[config.mk]
export PLATFORM = sky130hd
export DESIGN_NAME = nib_core
export DESIGN_NICKNAME = d
export VERILOG_FILES = /design/src/rtl/nib_pkg.sv /design/src/rtl/nib_regfile.sv /design/src/rtl/nib_alu.sv /design/src/rtl/nib_sequencer.sv /design/src/rtl/nib_core.sv
export SDC_FILE = /design/constraint.sdc
export NUM_CORES = 1
export LEC_CHECK = 0
export BUFFER_PORTS_ARGS = -buffer_cell sky130_fd_sc_hd__buf_4
export CAP_MARGIN = 30
export CORE_MARGIN = 2
export CORE_UTILIZATION = 29
export CTS_BUF_LIST = sky130_fd_sc_hd__clkbuf_4
export CTS_CLUSTER_DIAMETER = 50
export DETAILED_ROUTE_END_ITERATION = 6
export GPL_TIMING_DRIVEN = 0
export PLACE_DENSITY_LB_ADDON = 0.1
export SKIP_LAST_GASP = 1
export SYNTH_ARGS = -nofsm -noshare
export SYNTH_HDL_FRONTEND = slang
export SYNTH_SLANG_ARGS = --single-unit
[constraint.sdc]
create_clock -name clk -period 18.1 [get_ports clk]
set_input_delay 3.62 -clock clk [delete_from_list [all_inputs] [get_ports clk]]
set_output_delay 3.62 -clock clk [all_outputs]
set_load 0.02 [all_outputs]
[src/rtl/nib_pkg.sv]
// Shared widths, opcode codes and phase encoding for the three-phase core.
// Assumes the fixed nibble-aligned 16-bit instruction word.
package nib_pkg;
    localparam int INSTR_W  = 16;
    localparam int OPC_W    = 4;
    localparam int RIDX_W   = 4;
    localparam int ADDR_W   = 8;
    localparam int DATA_W   = INSTR_W;
    localparam int NUM_REGS = 1 << RIDX_W;
    localparam int OPC_LSB  = INSTR_W - OPC_W;
    localparam int RA_LSB   = OPC_LSB - RIDX_W;
    localparam int RB_LSB   = RA_LSB - RIDX_W;

    typedef enum logic [OPC_W-1:0] {
        OP_MOVE  = 4'h0,
        OP_LOAD  = 4'h1,
        OP_STORE = 4'h2,
        OP_CMP   = 4'h3,
        OP_JMP   = 4'h4,
        OP_JZ    = 4'h5,
        OP_ADD   = 4'h6,
        OP_SUB   = 4'h7,
        OP_MUL   = 4'h8,
        OP_AND   = 4'h9,
        OP_OR    = 4'hA,
        OP_XOR   = 4'hB,
        OP_NOT   = 4'hC,
        OP_JNE   = 4'hD,
        OP_UNDEF = 4'hE,
        OP_HALT  = 4'hF
    } opcode_e;

    typedef enum logic [1:0] {
        PH_FETCH  = 2'd0,
        PH_DECODE = 2'd1,
        PH_EXEC   = 2'd2,
        PH_STOP   = 2'd3
    } phase_e;
endpackage

[src/rtl/nib_regfile.sv]
// Register file: NUM_REGS flops of DATA_W bits, one write port,
// two combinational read ports for the datapath and one for debug.
// Assumes at most one write per cycle; synchronous active-low reset.
module nib_regfile
    import nib_pkg::*;
(
    input  logic              clk,
    input  logic              rst_n,
    input  logic              we,
    input  logic [RIDX_W-1:0] waddr,
    input  logic [DATA_W-1:0] wdata,
    input  logic [RIDX_W-1:0] raddr_a,
    output logic [DATA_W-1:0] rdata_a,
    input  logic [RIDX_W-1:0] raddr_b,
    output logic [DATA_W-1:0] rdata_b,
    input  logic [RIDX_W-1:0] raddr_dbg,
    output logic [DATA_W-1:0] rdata_dbg
);
    timeunit 1ns;
    timeprecision 1ps;

    logic [DATA_W-1:0] regs_view [NUM_REGS];

    for (genvar i = 0; i < NUM_REGS; i++) begin : g_reg
        logic [DATA_W-1:0] q;
        // Hold one register; clear on reset, load on a matching write.
        always_ff @(posedge clk) begin
            if (!rst_n) begin
                q <= '0;
            end else if (we && (waddr == RIDX_W'(i))) begin
                q <= wdata;
            end
        end
        assign regs_view[i] = q;
    end

    assign rdata_a   = regs_view[raddr_a];
    assign rdata_b   = regs_view[raddr_b];
    assign rdata_dbg = regs_view[raddr_dbg];
endmodule

[src/rtl/nib_alu.sv]
// Combinational arithmetic/logic unit. Produces the write-back value for
// register-to-register opcodes and the equality/sign of A-B for compare.
// Assumes all results wrap modulo 2^DATA_W.
module nib_alu
    import nib_pkg::*;
(
    input  opcode_e           op,
    input  logic [DATA_W-1:0] a,
    input  logic [DATA_W-1:0] b,
    output logic [DATA_W-1:0] result,
    output logic              eq,
    output logic              neg
);
    timeunit 1ns;
    timeprecision 1ps;

    logic [DATA_W-1:0] diff;

    // Select the result for the operation in execute.
    always_comb begin
        result = a;
        case (op)
            OP_MOVE: result = b;
            OP_ADD:  result = a + b;
            OP_SUB:  result = a - b;
            OP_MUL:  result = a * b;
            OP_AND:  result = a & b;
            OP_OR:   result = a | b;
            OP_XOR:  result = a ^ b;
            OP_NOT:  result = ~b;
            default: result = a;
        endcase
    end

    // Compare outcome used only by the flag register.
    always_comb begin
        diff = a - b;
        eq   = (diff == '0);
        neg  = diff[DATA_W-1];
    end
endmodule

[src/rtl/nib_sequencer.sv]
// Control path: phase counter, instruction register, program counter,
// status flags and the memory strobes. Fetch, decode and execute run in
// strict order; a stop code parks the phase in PH_STOP for good.
// Assumes memory read data is registered (valid one cycle after request).
module nib_sequencer
    import nib_pkg::*;
(
    input  logic              clk,
    input  logic              rst_n,
    input  logic [DATA_W-1:0] mem_rdata,
    input  logic              alu_eq,
    input  logic              alu_neg,
    output logic [ADDR_W-1:0] mem_addr,
    output logic              mem_rd_en,
    output logic              mem_wr_en,
    output opcode_e           ex_op,
    output logic [RIDX_W-1:0] ra_idx,
    output logic [RIDX_W-1:0] rb_idx,
    output logic              rf_we,
    output logic              rf_from_mem,
    output logic [ADDR_W-1:0] pc,
    output logic              flag_z,
    output logic              flag_n,
    output logic              halted
);
    timeunit 1ns;
    timeprecision 1ps;

    phase_e             phase_q;
    logic [INSTR_W-1:0] ir_q;
    logic [ADDR_W-1:0]  pc_q;
    logic               z_q;
    logic               n_q;
    opcode_e            dec_op;
    logic [ADDR_W-1:0]  ir_target;
    logic               br_taken;
    logic               stop_op;
    logic               wb_op;

    assign dec_op    = opcode_e'(mem_rdata[OPC_LSB +: OPC_W]);
    assign ex_op     = opcode_e'(ir_q[OPC_LSB +: OPC_W]);
    assign ra_idx    = ir_q[RA_LSB +: RIDX_W];
    assign rb_idx    = ir_q[RB_LSB +: RIDX_W];
    assign ir_target = ir_q[ADDR_W-1:0];
    assign stop_op   = (ex_op == OP_HALT) || (ex_op == OP_UNDEF);

    // Branch decision from the flags left by the last compare.
    always_comb begin
        case (ex_op)
            OP_JMP:  br_taken = 1'b1;
            OP_JZ:   br_taken = z_q;
            OP_JNE:  br_taken = !z_q;
            default: br_taken = 1'b0;
        endcase
    end

    // Opcodes that write a result back into register A.
    always_comb begin
        case (ex_op)
            OP_MOVE, OP_LOAD, OP_ADD, OP_SUB, OP_MUL,
            OP_AND, OP_OR, OP_XOR, OP_NOT: wb_op = 1'b1;
            default:                       wb_op = 1'b0;
        endcase
    end

    // Phase sequence: fetch, decode, execute, then fetch or stop.
    always_ff @(posedge clk) begin
        if (!rst_n) begin
            phase_q <= PH_FETCH;
        end else begin
            case (phase_q)
                PH_FETCH:  phase_q <= PH_DECODE;
                PH_DECODE: phase_q <= PH_EXEC;
                PH_EXEC:   phase_q <= stop_op ? PH_STOP : PH_FETCH;
                default:   phase_q <= PH_STOP;
            endcase
        end
    end

    // Capture the fetched word as it arrives during decode.
    always_ff @(posedge clk) begin
        if (!rst_n) begin
            ir_q <= '0;
        end else if (phase_q == PH_DECODE) begin
            ir_q <= mem_rdata;
        end
    end

    // Advance or redirect the program counter at the end of execute.
    always_ff @(posedge clk) begin
        if (!rst_n) begin
            pc_q <= '0;
        end else if ((phase_q == PH_EXEC) && !stop_op) begin
            pc_q <= br_taken ? ir_target : pc_q + ADDR_W'(1);
        end
    end

    // Status flags change only when a compare executes.
    always_ff @(posedge clk) begin
        if (!rst_n) begin
            z_q <= 1'b0;
            n_q <= 1'b0;
        end else if ((phase_q == PH_EXEC) && (ex_op == OP_CMP)) begin
            z_q <= alu_eq;
            n_q <= alu_neg;
        end
    end

    // Memory strobes and address for the current phase.
    always_comb begin
        mem_rd_en = 1'b0;
        mem_wr_en = 1'b0;
        mem_addr  = pc_q;
        case (phase_q)
            PH_FETCH: mem_rd_en = 1'b1;
            PH_DECODE: begin
                if (dec_op == OP_LOAD) begin
                    mem_rd_en = 1'b1;
                    mem_addr  = mem_rdata[ADDR_W-1:0];
                end
            end
            PH_EXEC: begin
                if (ex_op == OP_STORE) begin
                    mem_wr_en = 1'b1;
                    mem_addr  = ir_target;
                end
            end
            default: ;
        endcase
    end

    assign rf_we       = (phase_q == PH_EXEC) && wb_op;
    assign rf_from_mem = (ex_op == OP_LOAD);
    assign pc          = pc_q;
    assign flag_z      = z_q;
    assign flag_n      = n_q;
    assign halted      = (phase_q == PH_STOP);

    AST_FETCH_THEN_DECODE: assert property (@(posedge clk) disable iff (!rst_n)
        (phase_q == PH_FETCH) |=> (phase_q == PH_DECODE));
    AST_DECODE_THEN_EXEC: assert property (@(posedge clk) disable iff (!rst_n)
        (phase_q == PH_DECODE) |=> (phase_q == PH_EXEC));
    AST_PC_HELD_OUTSIDE_EXEC: assert property (@(posedge clk) disable iff (!rst_n)
        (phase_q != PH_EXEC) |=> $stable(pc_q));
    AST_FLAGS_ONLY_ON_CMP: assert property (@(posedge clk) disable iff (!rst_n)
        !((phase_q == PH_EXEC) && (ex_op == OP_CMP)) |=> ($stable(z_q) && $stable(n_q)));
    AST_STOP_IS_STICKY: assert property (@(posedge clk) disable iff (!rst_n)
        halted |=> (halted && $stable(pc_q)));
    AST_STORE_IN_EXEC_ONLY: assert property (@(posedge clk) disable iff (!rst_n)
        mem_wr_en |-> (phase_q == PH_EXEC));
endmodule

[src/rtl/nib_core.sv]
// Top of the three-phase 16-bit core: ties the sequencer, register file
// and ALU to the synchronous memory port and the debug outputs.
// Assumes one shared memory with registered read data.
module nib_core
    import nib_pkg::*;
(
    input  logic              clk,
    input  logic              rst_n,
    output logic [ADDR_W-1:0] mem_addr,
    output logic              mem_rd_en,
    output logic              mem_wr_en,
    output logic [DATA_W-1:0] mem_wdata,
    input  logic [DATA_W-1:0] mem_rdata,
    input  logic [RIDX_W-1:0] dbg_sel,
    output logic [DATA_W-1:0] dbg_reg,
    output logic [ADDR_W-1:0] dbg_pc,
    output logic [1:0]        dbg_flags,
    output logic              halted
);
    timeunit 1ns;
    timeprecision 1ps;

    opcode_e           ex_op;
    logic [RIDX_W-1:0] ra_idx;
    logic [RIDX_W-1:0] rb_idx;
    logic              rf_we;
    logic              rf_from_mem;
    logic [DATA_W-1:0] rf_wdata;
    logic [DATA_W-1:0] opnd_a;
    logic [DATA_W-1:0] opnd_b;
    logic [DATA_W-1:0] alu_res;
    logic              alu_eq;
    logic              alu_neg;
    logic              flag_z;
    logic              flag_n;

    nib_sequencer u_seq (
        .clk         (clk),
        .rst_n       (rst_n),
        .mem_rdata   (mem_rdata),
        .alu_eq      (alu_eq),
        .alu_neg     (alu_neg),
        .mem_addr    (mem_addr),
        .mem_rd_en   (mem_rd_en),
        .mem_wr_en   (mem_wr_en),
        .ex_op       (ex_op),
        .ra_idx      (ra_idx),
        .rb_idx      (rb_idx),
        .rf_we       (rf_we),
        .rf_from_mem (rf_from_mem),
        .pc          (dbg_pc),
        .flag_z      (flag_z),
        .flag_n      (flag_n),
        .halted      (halted)
    );

    nib_regfile u_rf (
        .clk       (clk),
        .rst_n     (rst_n),
        .we        (rf_we),
        .waddr     (ra_idx),
        .wdata     (rf_wdata),
        .raddr_a   (ra_idx),
        .rdata_a   (opnd_a),
        .raddr_b   (rb_idx),
        .rdata_b   (opnd_b),
        .raddr_dbg (dbg_sel),
        .rdata_dbg (dbg_reg)
    );

    nib_alu u_alu (
        .op     (ex_op),
        .a      (opnd_a),
        .b      (opnd_b),
        .result (alu_res),
        .eq     (alu_eq),
        .neg    (alu_neg)
    );

    // Write-back source: memory word for loads, ALU result otherwise.
    always_comb begin
        rf_wdata = rf_from_mem ? mem_rdata : alu_res;
    end

    assign mem_wdata = opnd_a;
    assign dbg_flags = {flag_n, flag_z};

    AST_RD_WR_EXCLUSIVE: assert property (@(posedge clk) disable iff (!rst_n)
        !(mem_rd_en && mem_wr_en));
    AST_QUIET_WHEN_STOPPED: assert property (@(posedge clk) disable iff (!rst_n)
        halted |-> (!mem_rd_en && !mem_wr_en));
    AST_NO_WRITEBACK_STOPPED: assert property (@(posedge clk) disable iff (!rst_n)
        halted |=> $stable(dbg_flags));
endmodule

==> metrics.yaml <==
global_routing:
  antenna_found_initial: 2
  grt_remaining_overflow: 0
  gr-usage-met3_pct: 3.86
  grt_max_degree: 13
  met1_usage_pct: 33.6
  grt_first_pass_wirelength_um: 149000
  grt_pass1_vias: 20527
  busiest_layer: "met2"
  grtUsageMet2_pct: 42.8
  grtUsageTotal_pct: 25.7
place:
  place_area_mm2: 0.0246
  portBuffers: 69
  dp.cells: 3498
  dpl.hpwl_um: 82600
  gp_congestion: 0.971
timing:
  slew_viol_final: 0
  period_minus_slack_ns: 10.90
  setup_viol: 0
  final.period_utilization_pct: 60.2
  tightest_slew_ns: 1.15
  fmax_ghz: 0.0917
  slew_headroom_pct: 23.4
  setup_tns_ns: 0
  rsz0062_at_grt: "no"
  whs_ns: 0.484
  fin_skew_ns: 0.0799
  final-hold-violation-count: 0
route:
  drc: 0
  via_per_inst: 5.66
  routed_wl_um: 105000
  drtAntennaViolNets: 0
  wire_per_inst_um: 28.7
  via_count: 20722
  drt_iter0_markers: 2300
  dr.pass1.iters: 5
yosys:
  synth_seq_area_share_pct: 25.3
  syn_avg_cell_area_um2: 9.52
  syn_nets: 2574
  async_reset_ff_share_pct: 0
  synth_edf_count: 0
  synthCells: 2369
  yosys_register_bits: 285
  yosys_warnings: 0
  syn_area_mm2: 0.0226
  synth_flop_cell: "dfxtp_1"
  ys_types: 74
critical_path:
  critical_path_class: "reg2reg"
  worstReg2RegEnd: "u_rf.g_reg[12].q[15]"
  arrival_ns: 11.65
  worst_setup_path_end_kind: "flop"
  startpoint: "u_seq.ir_q[9]"
  crit_path_max_incr_delay_ns: 0.87
  r2r-start: "u_seq.ir_q[9]"
  reg2reg_depth: 30
  cp.required_ns: 18.85
  endpoint: "u_rf.g_reg[12].q[15]"
  reg2reg_slack_ns: 7.20
  start_kind: "flop"
  critPathSlowestCell: "a221oi_2"
  crit_fanout: 10
hold_path:
  min_path_type: "reg2reg"
  min_from: "u_rf.g_reg[6].q[9]"
die:
  io_pins: 75
  core_mm2: 0.0772
  fp-row-count: 102
  initial_core_util_pct: 29.2
  die_h_um: 283
  die-area_mm2: 0.0800
  die_width_um: 283
clocking:
  clk_latency_ns: 0.87
  cts_tree: "yes"
  numCtsBuffers: 84
  cts_resized: 0
  post-cts-setup-buffer-count: 0
  cts-root-buf: "clkbuf_4"
  htreeDepth: 3
  cts_hold_buf: 0
  cts.sink_count: 285
  cts.path.max_buffers: 3
  clkTransAtPathRegs_ns: 0.07
final_layout:
  fillers: 8127
  area_growth_pct: 13.8
  drive_above_1_share_pct: 19.0
  final_cell_mix: "285 x dfxtp_1, 270 x nor2_1, 212 x mux4_2"
  multi_input_area_mm2: 0.0153
  mostFrequentLayoutCell: "dfxtp_1"
  finalNonFillerCells: 3659
  design_area_mm2: 0.0257
  seq_area_mm2: 0.00571
  nets: 2750
pwr:
  total_power_mw: 1.76
  powerDensity_mw_per_mm2: 68.5
  p_leak_nw: 9.25
  vdd_drop_max_v: 0.0000336
outcome:
  outcome: "complete, no violations"
run:
  max_cap_violations: 0
==> Yosys cell counts, types with 4 or more instances <==
cell type,count,area [µm²]
mux2i_1,33,330
dfxtp_1,285,5710
xnor3_1,4,90.1
nor3_1,24,120
o221ai_1,7,61.3
nor2b_1,13,81.3
xnor2_1,38,333
a311oi_1,4,35.0
a21oi_1,123,616
and2_1,10,62.6
a22oi_1,11,82.6
nand3_1,98,490
mux2_2,6,67.6
nand2_1,209,785
a21o_1,10,75.1
o21ai_2,10,87.6
buf_2,20,100
nor3b_1,5,37.5
a221o_1,6,60.1
mux4_2,212,4770
o21ai_0,132,661
mux4_1,10,263
a221oi_1,15,131
a211oi_1,127,953
a22o_1,24,210
buf_6,7,78.8
or2_2,5,31.3
o31a_1,4,35.0
ha_1,101,1260
o22ai_1,14,87.6
and3_1,8,50.1
fa_1,82,1640
o2111ai_1,8,70.1
clkbuf_1,143,537
inv_1,177,664
o21a_1,7,52.6
nor2_1,270,1010
o21bai_1,4,30.0
a31oi_1,4,25.0
xor2_1,7,61.3
buf_1,19,71.3
nand2b_1,13,81.3
buf_4,5,37.5
==> report_power, final <==
group	switching (mW)	internal, mW	total, mW	leakage (nW)
combinational	0.340	0.146	0.486	6.32
sequential	0.00979	0.635	0.645	2.30
clock	0.319	0.308	0.627	0.625
total	0.669	1.09	1.76	9.25
==> cell type report <==
class,count,area share [%]
clock buffers,120,3.51
diodes,3,0.0292
flip-flops and latches,285,22.2
inverters,179,2.62
well taps,1040,5.07
plain buffers,195,3.27
clock inverters,37,0.604
multi-input cells,1710,59.8
repair buffers,90,2.91
==> worst min path at each step <==
stage | endpoint | cells after the start
finish | u_rf.g_reg[6].q[9] | 2
global route | u_rf.g_reg[15].q[9] | 2
CTS | u_rf.g_reg[11].q[9] | 2
detailed placement | u_rf.g_reg[11].q[9] | 2
global placement | u_rf.g_reg[15].q[10] | 2
floorplan | u_rf.g_reg[14].q[9] | 2
==> per-layer routing <==
layer	routed length (µm)	part of all wire [%]
met1	44000	42
met2	50000	48
met3	7130	6.8
met4	3960	3.8
met5	14	0.013
==> kinds of logic (layout without fill, tap and decap cells) <==
group                    count (synthesis)  after routing  synth area share, %
AO/OA/AOI/OAI                          548            548                 16.2
adder cells (fa/ha/maj)                183            183                 12.9
flip-flops                             285            285                 25.3
AND/OR/NAND/NOR                        668            668                 12.6
other                                    0              3                    0
buffers and inverters                  374            621                 6.70
multiplexers                           262            262                 24.2
XOR/XNOR                                49             49                 2.15
==> sequential cells by signal, summed over array words and instances (netlist names) <==
register and flops:
u_seq.phase_q 2, u_seq.wb_op 1, u_seq.flag_z 1, u_seq.flag_n 1, u_rf.g.q 256, u_seq.ir_q 16
u_seq.pc 8
==> critical path, delay by kind of cell (launching register included) <==
kind,cells,cell delay [ns]
adders and majority gates,7,3.22
xor gates and xnor gates,8,1.82
AOI/OAI and AO/OA,4,1.63
muxes,1,0.45
buffers and inverters,10,3.37
DFF,1,0.30
==> per-stage QoR <==
stage	util, %	setup slack, ns
floorplan	-	8.84
global placement	31.6	6.55
detailed placement	31.9	7.32
CTS	33.2	7.31
global route	33.2	6.90
finish	33.2	7.20
(Power assumes the default switching activity.)
